`src/rtl/irq_stat_pkg.sv`:
```
package irq_stat_pkg;
  localparam int STAT_W  = 12;
  localparam int B_WDT   = 11;
  localparam int B_OTEMP = 10;
  localparam int B_GND   = 9;
  localparam int B_SPI   = 8;
  localparam int B_BAT   = 7;
  localparam int B_RAIL  = 6;
  localparam int B_CAN   = 5;
  localparam int B_LIN   = 4;
  localparam int B_WAKE  = 3;

  localparam logic [STAT_W-1:0] URGENT_MASK =
    (STAT_W'(1) << B_WDT) | (STAT_W'(1) << B_SPI) | (STAT_W'(1) << B_BAT);
  localparam logic [STAT_W-1:0] DEFER_MASK =
    (STAT_W'(1) << B_OTEMP) | (STAT_W'(1) << B_GND) | (STAT_W'(1) << B_RAIL) |
    (STAT_W'(1) << B_CAN) | (STAT_W'(1) << B_LIN) | (STAT_W'(1) << B_WAKE);
endpackage

```
`src/rtl/irq_fall_detect.sv`:
```
module irq_fall_detect #(
  parameter int N = 2
) (
  input  logic         clk,
  input  logic         rst_n,
  input  logic [N-1:0] pin,
  output logic [N-1:0] fall
);
  for (genvar i = 0; i < N; i++) begin : g_pin
    logic prev_q;
    always_ff @(posedge clk or negedge rst_n) begin
      if (!rst_n) prev_q <= 1'b1;
      else        prev_q <= pin[i];
    end
    assign fall[i] = prev_q & ~pin[i];
  end
endmodule

```
`src/rtl/irq_holdoff.sv`:
```
module irq_holdoff #(
  parameter int HOLD_CYC = 16
) (
  input  logic clk,
  input  logic rst_n,
  input  logic start,
  output logic active
);
  localparam int CW = $clog2(HOLD_CYC + 1);
  logic [CW-1:0] cnt_q;

  always_ff @(posedge clk or negedge rst_n) begin
    if (!rst_n)              cnt_q <= '0;
    else if (start)          cnt_q <= CW'(HOLD_CYC);
    else if (cnt_q != '0)    cnt_q <= cnt_q - 1'b1;
  end

  assign active = (cnt_q != '0);
endmodule

```
`src/rtl/irq_defer_gate.sv`:
```
module irq_defer_gate (
  input  logic clk,
  input  logic rst_n,
  input  logic tick,
  input  logic pending,
  input  logic hold_active,
  input  logic clear,
  output logic signal
);
  logic gate_q, sig_q, fire;

  assign fire = gate_q & pending & ~hold_active & ~sig_q;

  always_ff @(posedge clk or negedge rst_n) begin
    if (!rst_n) begin
      gate_q <= 1'b1;
      sig_q  <= 1'b0;
    end else begin
      if (tick)      gate_q <= 1'b1;
      else if (fire) gate_q <= 1'b0;
      if (clear)     sig_q <= 1'b0;
      else if (fire) sig_q <= 1'b1;
    end
  end

  assign signal = sig_q;
endmodule

```
`src/rtl/irq_status_ctrl.sv`:
```
module irq_status_ctrl
  import irq_stat_pkg::*;
#(
  parameter int HOLD_CYC = 16
) (
  input  logic              clk,
  input  logic              rst_n,
  input  logic              evt_wdt,
  input  logic              evt_otemp,
  input  logic              evt_gnd,
  input  logic              evt_spiclk,
  input  logic              evt_rail,
  input  logic              evt_can,
  input  logic              evt_lin,
  input  logic              sense_in,
  input  logic              wake_n_in,
  input  logic [STAT_W-1:0] irq_en,
  input  logic              throttle_en,
  input  logic              wd_tick,
  input  logic              rd_req,
  output logic [STAT_W-1:0] rd_data,
  output logic              irq_n
);
  logic [1:0]        pin_fall;
  logic [STAT_W-1:0] evt_vec, status_q;
  logic              hold_active, defer_sig, urgent_hit, defer_hit;

  irq_fall_detect #(.N(2)) u_edges (
    .clk(clk), .rst_n(rst_n),
    .pin({sense_in, wake_n_in}),
    .fall(pin_fall)
  );

  always_comb begin
    evt_vec          = '0;
    evt_vec[B_WDT]   = evt_wdt;
    evt_vec[B_OTEMP] = evt_otemp;
    evt_vec[B_GND]   = evt_gnd;
    evt_vec[B_SPI]   = evt_spiclk;
    evt_vec[B_BAT]   = pin_fall[1];
    evt_vec[B_RAIL]  = evt_rail;
    evt_vec[B_CAN]   = evt_can;
    evt_vec[B_LIN]   = evt_lin;
    evt_vec[B_WAKE]  = pin_fall[0];
  end

  // clear and set merged in one update so a same-cycle event survives the read
  always_ff @(posedge clk or negedge rst_n) begin
    if (!rst_n) status_q <= '0;
    else        status_q <= (rd_req ? '0 : status_q) | evt_vec;
  end

  irq_holdoff #(.HOLD_CYC(HOLD_CYC)) u_hold (
    .clk(clk), .rst_n(rst_n), .start(rd_req), .active(hold_active)
  );

  assign urgent_hit = |(status_q & irq_en & URGENT_MASK);
  assign defer_hit  = |(status_q & irq_en & DEFER_MASK);

  irq_defer_gate u_gate (
    .clk(clk), .rst_n(rst_n),
    .tick(wd_tick),
    .pending(defer_hit & throttle_en),
    .hold_active(hold_active),
    .clear(rd_req),
    .signal(defer_sig)
  );

  assign rd_data = status_q;
  assign irq_n   = ~(~hold_active &
                     (urgent_hit | (defer_hit & (~throttle_en | defer_sig))));
endmodule

```
`config.mk`:
```
export PLATFORM = sky130hd
export DESIGN_NAME = irq_status_ctrl
export DESIGN_NICKNAME = d
export VERILOG_FILES = /design/src/rtl/irq_stat_pkg.sv /design/src/rtl/irq_fall_detect.sv /design/src/rtl/irq_holdoff.sv /design/src/rtl/irq_defer_gate.sv /design/src/rtl/irq_status_ctrl.sv
export SDC_FILE = /design/constraint.sdc
export NUM_CORES = 1
export LEC_CHECK = 0
export BUFFER_PORTS_ARGS = -buffer_cell sky130_fd_sc_hd__buf_2
export CAP_MARGIN = 40
export CORE_MARGIN = 2
export CORE_UTILIZATION = 47
export DETAILED_ROUTE_END_ITERATION = 16
export GPL_TIMING_DRIVEN = 0
export PLACE_DENSITY = 0.82
export SLEW_MARGIN = 20
export SYNTH_ARGS = -nofsm -noshare
export SYNTH_HDL_FRONTEND = slang
export SYNTH_SLANG_ARGS = --single-unit
```
`constraint.sdc`:
```
create_clock -name clk -period 3.6 [get_ports clk]
set_clock_uncertainty 0.1 [all_clocks]
set_input_delay 0.54 -clock clk [delete_from_list [all_inputs] [get_ports clk]]
set_output_delay 0.54 -clock clk [all_outputs]
set_load 0.03 [all_outputs]
```
==> results by group <==
Die
  • Die height: about 45 um
  • Full die area: approximately 2000 sq um
  • Die W: approximately 45 um
  • Ports: 39
  • Cell Rows: 14
  • Initial Util: 0.510
  • Total core area: between 1500 and 2000 sq um

Critical path
  • Critical path class: flip-flop to output pin
  • Worst setup path start: u_hold.cnt_q[0]
  • Data required, critical path: just under 3 ns
  • R2r setup slk: 1.89 ns
  • Reg-to-Reg End: u_hold.cnt_q[3]
  • Crit end category: output pin
  • End of the critical path: irq_n
  • Arrival time of the worst setup path: around 1.9 ns
  • R2R cell count: 5
  • Worst Setup Start Kind: flip-flop
  • Critical R2R Launch: u_hold.cnt_q[0]
  • CP max FO: 5

Route
  • Vias/cell: approximately 5.2
  • DRT Pass-1 Iters: 4
  • DRC viols: 0
  • DR iter-0 viols: 9
  • Post-route ant nets: 0
  • Final WL: roughly 1500 um
  • Vias: ~640
  • Wire length per cell after detailed routing: between 10 and 15 um

Global route
  • Global-route usage over all layers: 0.182
  • Largest net degree at the start of global routing: 19
  • Global-route wire length before repair: roughly 2500 um
  • Vias in the first global route: between 500 and 600
  • Initial antenna violation count: 0
  • GRT overflow: 0

Placed design
  • Gpl congestion: between 0.6 and 0.7
  • IO buf count: 32
  • DPL Wire Length: between 1000 and 1500 um

CTS
  • PostCTS Resize Cnt: 0
  • CTS clk-pin slew, worst paths: 0.10 ns
  • Clock tree from TritonCTS: done
  • Worst skew pair latency: around 0.30 ns
  • CTS Buffer Depth: 2
  • CTS Hold Bufs: 0
  • Total CTS buffers: 3
  • H-tree depth: 1
  • Clock sinks: 18
  • # Post-CTS Setup Buffers: 0
  • Root Driver: clkbuf_4

Synthesis
  • Area share of the leading cell type in the synthesized netlist: 0.478
  • Synthesized cell area: slightly below 800 sq um
  • Top FF cell, synth: dfrtp_1
  • Post-Synthesis Cells: between 60 and 70
  • Flops & latches, synth: 18
  • Syn. warnings: 0
  • Avg Cell Area, Syn: ~11 sq um
  • Synth area leader: dfrtp_1
  • Synth cell count leaders: dfrtp_1 (15), a21o_1 (7), inv_1 (7)
  • Asr flop ratio synth: 1.00
  • EDFF count, synth: 0
  • Synth unique cells: 28
  • Post-synthesis sequential area ratio: 0.578
  • Largest cells by area after synthesis: dfrtp_1 (48%), dfstp_2 (10%), a21o_1 (6.7%)
  • Top-count cell post-synth: dfrtp_1

Outcome
  • Status: complete, no violations

Timing
  • Final Slew Violations: 0
  • Slew margin rel.: 0.553
  • RSZ-0062 raised after global routing: false
  • Final cycle utilization of the critical path: 0.702
  • # setup viols final: 0
  • Fin crit period: approximately 2.5 ns
  • Slew @ Worst Pin: 0.661 ns
  • Fin Setup TNS: 0 ns
  • FMAX: around 400 MHz
  • Hold Slack: 0.0416 ns
  • Final Hold Fails: 0

Pwr
  • Power per cell area: roughly 560 nW/um^2
  • Leakage: 0.527 nW
  • VDD IR-drop max: 0.313 mV

Final layout
  • Fill cells: 133
  • Fin nets: ~140
  • P&R area growth vs syn: 28.5%
  • Antenna diodes: 0
  • Share of cells above drive strength 1: 0.421

Run
  • Maximum Capacitance Violations: 0

Min path
  • Hold/Removal Path Class: input port to asynchronous set/reset pin
## power by group
group          total, mW  switching, mW  leakage, nW  internal (mW)
sequential         0.271         0.0314        0.207          0.240
clock              0.127         0.0651       0.0210         0.0618
combinational      0.171         0.0921        0.299         0.0785
total              0.569          0.189        0.527          0.380
## worst min-delay path by stage
stage                        startpoint               to  slack [ns]
after floorplan                   rst_n      rd_data[10]        0.14
after global placement    u_gate.signal    u_gate.signal        0.37
after detailed placement          rst_n       rd_data[7]        0.39
after CTS                         rst_n       rd_data[7]        0.05
after global routing              rst_n       rd_data[7]        0.05
final                             rst_n  u_hold.cnt_q[2]        0.04
## critical path, stage by stage (launching register included)
cell and delay (ns):
dfrtp_1 0.40, inv_1 0.08, ha_1 0.20, or4b_4 0.52
a21oi_1 0.12, o21ai_0 0.08, buf_2 0.18
## metal layers
metal / wire [um] / GRT usage
met4: 27 / 0.106
met3: 84 / 0.0600
met2: 769 / 0.293
met5: 0 / 0
met1: 649 / 0.214
## final cells by class
type	count	area (sq um)	share of cell area
inverter	7	26.3	0.0260
clock buffer	4	36.3	0.0359
buffer	4	26.3	0.0260
timing repair buffer	32	160	0.159
tap	16	20.0	0.0198
sequential	18	454	0.450
multi-input combinational	42	287	0.284
## registers in the layout (all words and copies together), names as in the netlist
signal,cells
u_edges.g_pin.prev_q,2
u_hold.cnt_q,5
u_gate.gate_q,1
rd_data,9
u_gate.signal,1
## metrics by stage
stage                     total power [mW]  instances  cell area (sq um)   util  setup slack, ns
after floorplan                      0.395         71                793      -             1.30
after global placement               0.436        119                973  0.631             1.44
after detailed placement             0.447        119                973  0.631             1.40
after CTS                            0.571        123               1010  0.655             1.06
after global routing                 0.605        123               1010  0.655            0.958
final                                0.569        123               1010  0.655             1.07
## logic make-up (layout without fill, tap and decap cells)
| family | after synthesis | after routing | share of synthesized area |
|---|---|---|---|
| AND/OR/NAND/NOR | 17 | 17 | 0.127 |
| adder cells (fa/ha/maj) | 1 | 1 | 0.0159 |
| other | 1 | 3 | 0.00477 |
| buffers and inverters | 11 | 47 | 0.0669 |
| flip-flops | 18 | 18 | 0.578 |
| AO/OA/AOI/OAI | 21 | 21 | 0.207 |
## cell usage in the layout (no fill, tap or decap)
master	n
o21ai_0	2
buf_2	32
nand3_1	1
and3_1	1
nor2b_1	1
conb_1	3
nor4b_1	1
buf_4	3
ha_1	1
nand2b_1	2
clkbuf_4	3
a32o_1	1
clkbuf_1	1
or3_1	2
dfstp_2	3
a21o_1	7
nor3_1	1
inv_1	7
a22o_1	2
a41oi_1	1
dfrtp_1	15
nand2_1	2
a211oi_2	1
nor2_1	4
clkbuf_8	1
a21oi_2	1
or2b_1	1
a21oi_1	2
or4b_4	1
a222oi_1	1
a22oi_1	3
No activity file was read; power rests on OpenSTA's default activity.
